[config.mk]
export PLATFORM = sky130hd
export DESIGN_NAME = uart_frame_engine
export DESIGN_NICKNAME = d
export VERILOG_FILES = /design/src/rtl/uart_fe_pkg.sv /design/src/rtl/uart_fe_tick.sv /design/src/rtl/uart_fe_tx.sv /design/src/rtl/uart_fe_rx.sv /design/src/rtl/uart_frame_engine.sv
export SDC_FILE = /design/constraint.sdc
export NUM_CORES = 1
export LEC_CHECK = 0
export BUFFER_PORTS_ARGS = -buffer_cell sky130_fd_sc_hd__buf_2
export CORE_MARGIN = 4
export CORE_UTILIZATION = 60
export DETAILED_ROUTE_END_ITERATION = 8
export PLACE_DENSITY = 0.81
export SYNTH_ARGS = -nofsm -noshare
export SYNTH_HDL_FRONTEND = slang
export SYNTH_SLANG_ARGS = --single-unit
[constraint.sdc]
create_clock -name clk -period 3.16 [get_ports clk]
set_input_delay 0.474 -clock clk [delete_from_list [all_inputs] [get_ports clk]]
set_output_delay 0.474 -clock clk [all_outputs]
set_load 0.02 [all_outputs]
[src/rtl/uart_fe_pkg.sv]
package uart_fe_pkg;

  localparam int ENTRY_W = 11;

  typedef struct packed {
    logic odd;
    logic par_en;
    logic two_stop;
    logic eight;
  } frame_cfg_t;

  typedef enum logic [2:0] {
    PH_IDLE,
    PH_START,
    PH_DATA,
    PH_PAR,
    PH_STOP
  } phase_t;

  function automatic frame_cfg_t cfg_decode(input logic [7:0] c);
    frame_cfg_t f;
    f.odd      = c[4];
    f.par_en   = c[2];
    f.two_stop = c[1];
    f.eight    = c[0];
    return f;
  endfunction

  // parity bit value for a character under the chosen length and sense
  function automatic logic par_bit(input logic [7:0] d, input logic eight, input logic odd);
    logic [7:0] m;
    m = eight ? d : {1'b0, d[6:0]};
    return (^m) ^ odd;
  endfunction

endpackage

[src/rtl/uart_fe_tick.sv]
module uart_fe_tick #(
  parameter int DIV_W = 16
) (
  input  logic             clk,
  input  logic             rst,
  input  logic             restart,
  input  logic [DIV_W-1:0] divisor,
  output logic             tick
);

  logic [DIV_W-1:0] cnt_q;

  assign tick = (cnt_q >= divisor) && !restart;

  always_ff @(posedge clk) begin
    if (rst || restart) cnt_q <= '0;
    else if (cnt_q >= divisor) cnt_q <= '0;
    else cnt_q <= cnt_q + 1'b1;
  end

  // after a tick, the next tick is at least two cycles away unless divisor is 0
  p_tick_spacing_r1: assert property (@(posedge clk) disable iff (rst)
    (tick && divisor != '0) |=> (!tick || divisor == '0));

endmodule

[src/rtl/uart_fe_tx.sv]
module uart_fe_tx
  import uart_fe_pkg::*;
(
  input  logic       clk,
  input  logic       rst,
  input  logic       tick,
  input  frame_cfg_t cfg_i,
  input  logic       tx_en,
  input  logic       fifo_empty,
  input  logic [7:0] fifo_data,
  output logic       restart,
  output logic       pop,
  output logic       txd,
  output logic       busy
);

  localparam logic [3:0] LAST_TICK = 4'd15;

  phase_t     ph_q;
  logic [3:0] tcnt_q;
  logic [2:0] bitn_q;
  logic [7:0] sh_q;
  logic       eight_q, par_en_q, two_q, par_q, stopn_q;
  logic       launch;

  assign launch  = (ph_q == PH_IDLE) && tx_en && !fifo_empty;
  assign restart = launch;

  always_ff @(posedge clk) begin
    if (rst) begin
      ph_q     <= PH_IDLE;
      tcnt_q   <= '0;
      bitn_q   <= '0;
      sh_q     <= '0;
      eight_q  <= 1'b1;
      par_en_q <= 1'b0;
      two_q    <= 1'b0;
      par_q    <= 1'b0;
      stopn_q  <= 1'b0;
      pop      <= 1'b0;
      txd      <= 1'b1;
      busy     <= 1'b0;
    end else begin
      pop <= 1'b0;
      if (ph_q == PH_IDLE) begin
        txd  <= 1'b1;
        busy <= 1'b0;
        if (launch) begin
          pop      <= 1'b1;
          sh_q     <= fifo_data;
          eight_q  <= cfg_i.eight;
          par_en_q <= cfg_i.par_en;
          two_q    <= cfg_i.two_stop;
          par_q    <= par_bit(fifo_data, cfg_i.eight, cfg_i.odd);
          tcnt_q   <= '0;
          ph_q     <= PH_START;
          txd      <= 1'b0;
          busy     <= 1'b1;
        end
      end else if (tick) begin
        tcnt_q <= tcnt_q + 1'b1;
        if (tcnt_q == LAST_TICK) begin
          unique case (ph_q)
            PH_START: begin
              ph_q   <= PH_DATA;
              bitn_q <= '0;
              txd    <= sh_q[0];
            end
            PH_DATA: begin
              if (bitn_q == (eight_q ? 3'd7 : 3'd6)) begin
                stopn_q <= 1'b0;
                if (par_en_q) begin
                  ph_q <= PH_PAR;
                  txd  <= par_q;
                end else begin
                  ph_q <= PH_STOP;
                  txd  <= 1'b1;
                end
              end else begin
                bitn_q <= bitn_q + 1'b1;
                sh_q   <= {1'b0, sh_q[7:1]};
                txd    <= sh_q[1];
              end
            end
            PH_PAR: begin
              ph_q <= PH_STOP;
              txd  <= 1'b1;
            end
            PH_STOP: begin
              if (stopn_q == two_q) begin
                ph_q <= PH_IDLE;
                busy <= 1'b0;
              end else begin
                stopn_q <= 1'b1;
              end
            end
            default: ph_q <= PH_IDLE;
          endcase
        end
      end
    end
  end

  // line stays high whenever no frame is in progress
  p_idle_high_r2: assert property (@(posedge clk) disable iff (rst)
    !busy |-> txd);
  // a pop only follows a cycle with enable set and data present
  p_pop_gate_r5: assert property (@(posedge clk) disable iff (rst)
    pop |-> ($past(tx_en) && !$past(fifo_empty)));
  // pop is a single-cycle strobe
  p_pop_once_r5: assert property (@(posedge clk) disable iff (rst)
    pop |=> !pop);
  // the frame is under way in the cycle of its pop
  p_pop_busy_r5: assert property (@(posedge clk) disable iff (rst)
    pop |-> (busy && !txd));

endmodule

[src/rtl/uart_fe_rx.sv]
module uart_fe_rx
  import uart_fe_pkg::*;
#(
  parameter int SYNC_STAGES = 2
) (
  input  logic               clk,
  input  logic               rst,
  input  logic               tick,
  input  frame_cfg_t         cfg_i,
  input  logic               rxd,
  input  logic               fifo_full,
  output logic               push,
  output logic [ENTRY_W-1:0] entry
);

  localparam logic [3:0] MID_TICK  = 4'd7;
  localparam logic [3:0] LAST_TICK = 4'd15;

  logic [SYNC_STAGES-1:0] sync_q;
  logic                   line;
  phase_t                 ph_q;
  frame_cfg_t             lcfg_q;
  logic [3:0]             tcnt_q;
  logic [2:0]             bitn_q;
  logic [7:0]             sh_q;
  logic                   last_q, perr_q, ferr_q, ovr_q, stopn_q;

  assign line = sync_q[SYNC_STAGES-1];

  always_ff @(posedge clk) begin
    if (rst) sync_q <= '1;
    else     sync_q <= {sync_q[SYNC_STAGES-2:0], rxd};
  end

  always_ff @(posedge clk) begin
    if (rst) begin
      ph_q    <= PH_IDLE;
      lcfg_q  <= '0;
      tcnt_q  <= '0;
      bitn_q  <= '0;
      sh_q    <= '0;
      last_q  <= 1'b1;
      perr_q  <= 1'b0;
      ferr_q  <= 1'b0;
      ovr_q   <= 1'b0;
      stopn_q <= 1'b0;
      push    <= 1'b0;
      entry   <= '0;
    end else begin
      push <= 1'b0;
      if (tick) begin
        unique case (ph_q)
          PH_IDLE: begin
            last_q <= line;
            if (last_q && !line) begin
              ph_q   <= PH_START;
              tcnt_q <= '0;
            end
          end
          PH_START: begin
            tcnt_q <= tcnt_q + 1'b1;
            if (tcnt_q == MID_TICK) begin
              tcnt_q <= '0;
              if (line) begin
                ph_q   <= PH_IDLE;
                last_q <= 1'b1;
              end else begin
                ph_q   <= PH_DATA;
                bitn_q <= '0;
                sh_q   <= '0;
                lcfg_q <= cfg_i;
                perr_q <= 1'b0;
                ferr_q <= 1'b0;
              end
            end
          end
          PH_DATA: begin
            tcnt_q <= tcnt_q + 1'b1;
            if (tcnt_q == LAST_TICK) begin
              sh_q[bitn_q] <= line;
              if (bitn_q == (lcfg_q.eight ? 3'd7 : 3'd6)) begin
                stopn_q <= 1'b0;
                ph_q    <= lcfg_q.par_en ? PH_PAR : PH_STOP;
              end else begin
                bitn_q <= bitn_q + 1'b1;
              end
            end
          end
          PH_PAR: begin
            tcnt_q <= tcnt_q + 1'b1;
            if (tcnt_q == LAST_TICK) begin
              perr_q <= (line != par_bit(sh_q, lcfg_q.eight, lcfg_q.odd));
              ph_q   <= PH_STOP;
            end
          end
          PH_STOP: begin
            tcnt_q <= tcnt_q + 1'b1;
            if (tcnt_q == LAST_TICK) begin
              if (stopn_q == lcfg_q.two_stop) begin
                ph_q   <= PH_IDLE;
                last_q <= line;
                if (fifo_full) begin
                  ovr_q <= 1'b1;
                end else begin
                  push  <= 1'b1;
                  entry <= {ovr_q, ferr_q | !line, perr_q, sh_q};
                  ovr_q <= 1'b0;
                end
              end else begin
                ferr_q  <= ferr_q | !line;
                stopn_q <= 1'b1;
              end
            end
          end
          default: ph_q <= PH_IDLE;
        endcase
      end
    end
  end

  // nothing is written into a FIFO that reported full
  p_no_push_full_r10: assert property (@(posedge clk) disable iff (rst)
    push |-> !$past(fifo_full));
  // push is a single-cycle strobe
  p_push_pulse_r8: assert property (@(posedge clk) disable iff (rst)
    push |=> !push);
  // 7-bit characters never carry a set bit 7
  p_bit7_clear_r6: assert property (@(posedge clk) disable iff (rst)
    (push && !lcfg_q.eight) |-> !entry[7]);

endmodule

[src/rtl/uart_frame_engine.sv]
module uart_frame_engine
  import uart_fe_pkg::*;
#(
  parameter int DIV_W       = 16,
  parameter int SYNC_STAGES = 2
) (
  input  logic               clk,
  input  logic               rst,
  input  logic [DIV_W-1:0]   divisor,
  input  logic [7:0]         cfg,
  input  logic               tx_en,
  input  logic               tx_fifo_empty,
  input  logic [7:0]         tx_fifo_data,
  output logic               tx_fifo_pop,
  output logic               txd,
  output logic               tx_busy,
  input  logic               rxd,
  input  logic               rx_fifo_full,
  output logic               rx_fifo_push,
  output logic [ENTRY_W-1:0] rx_fifo_entry
);

  frame_cfg_t fcfg;
  logic       tx_tick, rx_tick, tx_restart;
  logic       cfg_unused;

  assign fcfg       = cfg_decode(cfg);
  assign cfg_unused = ^{cfg[7:5], cfg[3]};

  uart_fe_tick #(.DIV_W(DIV_W)) u_tx_tick (
    .clk     (clk),
    .rst     (rst),
    .restart (tx_restart),
    .divisor (divisor),
    .tick    (tx_tick)
  );

  uart_fe_tick #(.DIV_W(DIV_W)) u_rx_tick (
    .clk     (clk),
    .rst     (rst),
    .restart (1'b0),
    .divisor (divisor),
    .tick    (rx_tick)
  );

  uart_fe_tx u_tx (
    .clk        (clk),
    .rst        (rst),
    .tick       (tx_tick),
    .cfg_i      (fcfg),
    .tx_en      (tx_en),
    .fifo_empty (tx_fifo_empty),
    .fifo_data  (tx_fifo_data),
    .restart    (tx_restart),
    .pop        (tx_fifo_pop),
    .txd        (txd),
    .busy       (tx_busy)
  );

  uart_fe_rx #(.SYNC_STAGES(SYNC_STAGES)) u_rx (
    .clk       (clk),
    .rst       (rst),
    .tick      (rx_tick),
    .cfg_i     (fcfg),
    .rxd       (rxd),
    .fifo_full (rx_fifo_full),
    .push      (rx_fifo_push),
    .entry     (rx_fifo_entry)
  );

endmodule

Yosys cells after proc, flatten, opt, wreduce, memory -nomap -nowiden
Index checks and enable logic that the tools add are counted.
{ "totals": {"regBits": 99, "latchBits": 0, "ram_bits": 0, "romBits": 0, "out_inout_bits": 15, "mem_count": 0} }
{ "op_classes": {"add_sub_neg": 6, "n_mul": 0, "n_div": 0, "n_lt_le_gt_ge": 4, "n_eq_ne": 34, "shift": 0, "mux": 83, "bitwise": 10, "reduce_logical": 51} }
{ "op_table": {"columns": ["cell", "count"], "rows": [
  ["2-to-1 mux 8 bit", 11],
  ["2-to-1 mux 3 bit", 20],
  ["adder 16 x 1 -> 16 bit, second input constant", 2],
  ["greater-or-equal comparator 16 bit", 2],
  ["2-to-1 mux 1 bit", 32],
  ["AND reduction 5 bit", 6],
  ["AND reduction 6 bit", 5],
  ["nonzero test 2 bit", 11],
  ["2-to-1 mux 4 bit", 5],
  ["!= test 2 x 1 -> 1 bit, second input constant", 10],
  ["one-hot mux 8 bit (2 select lines)", 1],
  ["XOR reduction 8 bit", 2],
  ["one-hot mux 3 bit (5 select lines)", 1],
  ["== test 3 x 2 -> 1 bit, second input constant", 4],
  ["!= test 2 bit, second input constant", 6],
  ["one-hot mux 3 bit (2 select lines)", 2],
  ["one-hot mux 3 bit (4 select lines)", 1],
  ["one-hot mux 4 bit (3 select lines)", 1],
  ["AND reduction 4 bit", 3],
  ["adder 4 x 1 -> 4 bit, second input constant", 2],
  ["bitwise mux 8 bit", 1],
  ["== test 4 bit, second input constant", 2],
  ["one-hot mux 1 bit (2 select lines)", 4],
  ["AND reduction 8 bit", 1],
  ["27 further kinds", 53]
]} }

Logic depth before layout (Yosys ltp)
{ "depth": {"word_depth": 7, "ltp_mapped": 10} }

By module
A second synthesis with hierarchy kept.
{ "unflattened": {"hier_cells": 681, "hier_area_um2": 5931.9} }
{ "modules_own_cells": {"columns": ["mod", "instances", "cells_each", "area_each_um2", "seq_area_each_um2"], "rows": [
  ["uart_fe_rx", 1, 238, 2079.5, 820.8],
  ["uart_fe_tx", 1, 172, 1383.8, 520.5],
  ["uart_fe_tick at u_rx_tick", 1, 135, 1238.7, 320.3],
  ["uart_fe_tick at u_tx_tick", 1, 135, 1226.2, 320.3],
  ["uart_frame_engine", 1, 1, 3.8, 0.0]
]} }

Worst setup path before layout
No wires, ideal clock.
{ "synth_path": {"path_kind": "in2reg", "startpoint": "input divisor[0]", "endpoint": "register u_tx.sh_q[1]", "t_arrival_ps": 2265, "slack_ps": 774, "cell_stages": 8, "path_buffers": 1, "cell_sequence": "ha_1 > nand2b_1 > a2111o_1 > a32oi_2 > a21oi_2 > and3_1 > buf_2 > o311a_1"} }
{ "synth_via": {"elab_chain_len": 4} }
{ "synth_rtl": {"columns": ["item", "line", "source"], "rows": [
  ["from (decl)", "uart_frame_engine.sv:9", "input logic [DIV_W-1:0] divisor,"],
  ["greater-or-equal comparator 16 bit", "uart_fe_tick.sv:13", "assign tick = (cnt_q >= divisor) && !restart;"],
  ["logical AND 1 bit", "uart_fe_tick.sv:13", null],
  ["nonzero test 2 bit (no source line)", null, null],
  ["AND reduction 5 bit (no source line)", null, null],
  ["to (signal assigned)", "uart_fe_tx.sv:50", "sh_q <= fifo_data;"],
  ["to (signal assigned)", "uart_fe_tx.sv:81", "sh_q <= {1'b0, sh_q[7:1]};"],
  ["to (decl)", "uart_fe_tx.sv:22", "logic [7:0] sh_q;"]
]} }
No other way between the ends.
A chain may end at the register's enable or synchronous reset.

Worst setup path in the final report
{ "layout_path": {"startpoint": "register u_rx_tick.cnt_q[0]", "endpoint": "register u_rx.last_q"} }
{ "layout_via": {"elab_chain_len": 2} }
{ "layout_rtl": {"columns": ["item", "line", "source"], "rows": [
  ["from (decl)", "uart_fe_tick.sv:11", "logic [DIV_W-1:0] cnt_q;"],
  ["from (signal assigned)", "uart_fe_tick.sv:18", "else cnt_q <= cnt_q + 1'b1;"],
  ["greater-or-equal comparator 16 bit", "uart_fe_tick.sv:13", null],
  ["AND reduction 6 bit (no source line)", null, null],
  ["to (signal assigned)", "uart_fe_rx.sv:54", "last_q <= line;"],
  ["to (signal assigned)", "uart_fe_rx.sv:101", "last_q <= line;"],
  ["to (decl)", "uart_fe_rx.sv:26", "logic last_q, perr_q, ferr_q, ovr_q, stopn_q;"]
]} }
No other way between the ends.

==> out/qor.txt <==
Vias/cell: 5.95
Die Y: 105 µm
Hold Path Class: in -> reg
Launching point of the worst reg2reg path: u_rx_tick.cnt_q[0]
Gr busiest metal: met2
CTS Buf Count: 9
Via count: 5121
Initial antenna violation count: 0
Share of the synthesized area in the top cell type: 0.350
Slew Viols, Final: 0
Sequential share of the synthesized area: 0.350
Final ANT Viol Nets: 0
Met3 usage: 0.0551
Syn Area/Cell: 8.22 µm²
Congestion Overflow GR: 0
Die Area: 11100 µm²
Sw Share: 0.265
Crit-path cells: inv_1, ha_1, nand2b_1, a21oi_1, o21ai_1, a21oi_1, nand2_1, a32oi_1
Clk buf depth: 2
Top post-synthesis cells by area: dfxtp_1 (35%), ha_1 (8.4%), nand2_1 (6.7%), mux2i_1 (5.1%), xnor2_1 (4.2%)
Slew Limit Headroom: 0.447
Top cells by count, synth: nand2_1 (101), dfxtp_1 (99), a21oi_1 (43), nor2_1 (43), ha_1 (38)
Setup Viol. Count Final: 0
Final WS setup: 0.342 ns
WL final: 13100 µm
CTS tree: yes
Final Instance Count excl. Fillers: 860
MaxCap Viol Count: 0
Final instance area: 6240 µm²
Met2 GRT Util: 0.400
Slowest stage delay, CP: 0.67 ns
Synth area leader: dfxtp_1
Worst-path clk slew: 0.11 ns
Cell with the most instances after synthesis: nand2_1
Source of the critical timing path: u_rx_tick.cnt_q[0]
GP Congestion: 0.945
Post-Place Setup Slack: 0.183 ns
Crit end category: register
PostCTS Resize Cnt: 0
Syn nets: 766
Fin. Hold Viols: 0
VDD IR max: 0.348 mV
Placed cell area: 6010 µm²
Number of post-CTS setup repair buffers: 0
Root buffer cell: clkbuf_8
Most used cell, CP: a21oi_1
Tcrit/Tclk final: 0.892
First-pass GRT wire length: 22100 µm
Worst-margin pin slew: 0.830 ns
Yosys cell types: 60
DRC: 0
Tmin final: 2.82 ns
Synth Warn #: 0
Post-Syn Area: 5670 µm²
CP max-delay cell: a21oi_1
H-tree depth: 3
Crit path kind: reg -> reg
Vias in the first global route: 4923
Ys flop type: dfxtp_1
Setup TNS: 0 ns
RSZ-0062 raised after global routing: false
First-iteration detailed-routing DRC count: 316
Finished Core Util: 0.675
Area grow syn2layout: 9.97%
Maximum fanout along the worst path: 17
Initial Util: 0.614
Gate Count Post-Synth: 690
Layout Nets: 802
Worst Reg-to-Reg Cells: 8
Flop-to-flop setup slack: 0.34 ns
Gr usage total: 0.236
Psw: 638 µW
LEAKAGE: 2.58 nW
Worst-Skew Late Latency: 0.38 ns
Overall Power: 2.41 mW
Fraction of layout instances using a drive strength above 1: 0.123
FF+latch count, synth: 99
WL per Instance: 15.2 µm
Pint: 1.77 mW
Part of the power in registers: 0.537
Final Skew: 0.0140 ns
Core area: 9240 µm²
Placed cell count: 844
Max Clock Freq: 355 MHz
Largest net degree at the start of global routing: 41
# IOs: 53
R2R Path End: u_rx.last_q
CP Data Arrival Time: 3.13 ns
Outcome: complete, no violations
Antenna diodes: 0
Port-buffer cells: 48
Drt first pass iters: 7
Clock sink count: 99
Pwr dens: 387 nW/µm²
Met1 usage: 0.292
Post-synth ARST share: 0
Row count: 35
CTS Hold Bufs: 0
Hold Slack: 0.274 ns
Number of flops mapped to enable cells by yosys: 0
Clk pwr share: 0.369
DPL Wire Length: 9440 µm
Startpoint types: register
Logic gate share of total power: 0.094
Worst path required time: 3.47 ns
End of the critical path: u_rx.last_q
Die Wd: 105 µm
## final cells by class
cell class,count,area (µm²)
inverter,31,116
multi-input combinational,528,3450
fill,744,3000
tap,129,161
sequential,99,1980
timing repair buffer,57,308
clock inverter,6,83.8
clock buffer,10,138
## sequential cells by signal, summed over array words and instances (netlist names), 2 cells and up
signal	cells
u_tx.bitn_q	3
u_rx.sync_q	2
u_tx_tick.cnt_q	16
u_rx.lcfg_q	4
u_rx.ph_q	3
u_rx_tick.cnt_q	16
u_tx.tcnt_q	4
u_rx.sh_q	8
u_rx.bitn_q	3
u_rx.entry	11
u_rx.tcnt_q	4
u_tx.sh_q	8
u_tx.ph_q	3
## layer usage
metal  vias to the layer above  share of wire
met5                         -              0
met4                         0          0.022
met3                        36          0.057
met2                       184           0.48
met1                      2385           0.44
li1                       2516              -
## power by group through the flow
stage | clock network (mW) | registers, mW | logic (mW)
floorplan | 0 | 1.32 | 0.162
global placement | 0 | 1.32 | 0.218
detailed placement | 0 | 1.32 | 0.226
CTS | 0.908 | 1.29 | 0.228
global route | 0.951 | 1.30 | 0.256
finish | 0.889 | 1.29 | 0.228
## worst max-delay path: cells and delay by family, from the launching register on
kind                       cells  cell delay, ns
AOI/OAI and AO/OA              4            1.30
adders and majority gates      1            0.26
buffers and inverters          1            0.06
DFF                            1            0.41
and+or+nand+nor                2            0.71
## logic make-up after synthesis
group                      synth area share
and+or+nand+nor                       0.219
AOI/OAI and AO/OA                     0.170
DFF                                   0.350
buffers and inverters                0.0435
xor gates and xnor gates             0.0772
adders and majority gates            0.0838
muxes                                0.0571
## how the worst min path moves through the flow
stage | startpoint | slack, ns | endpoint | cells past startpoint
3_5_place_dp | u_rx.sync_q[0] | 0.40 | u_rx.sync_q[1] | 1
4_1_cts | rxd | 0.27 | u_rx.sync_q[0] | 2
2_1_floorplan | u_rx.sync_q[0] | 0.39 | u_rx.sync_q[1] | 1
3_3_place_gp | u_rx.sync_q[0] | 0.39 | u_rx.sync_q[1] | 1
5_1_grt | rxd | 0.26 | u_rx.sync_q[0] | 2
6_report | rxd | 0.27 | u_rx.sync_q[0] | 2
## cell usage in the layout (no fill, tap or decap), drive strengths merged, types with 23 or more instances in the layout
cell type    n
a21oi       46
o21ai       39
inv         32
nor3        28
dfxtp       99
nand2      101
nand3       29
xor2        23
mux2i       29
xnor2       27
buf         57
nor2        43
ha          38
(Power assumes the default switching activity.)
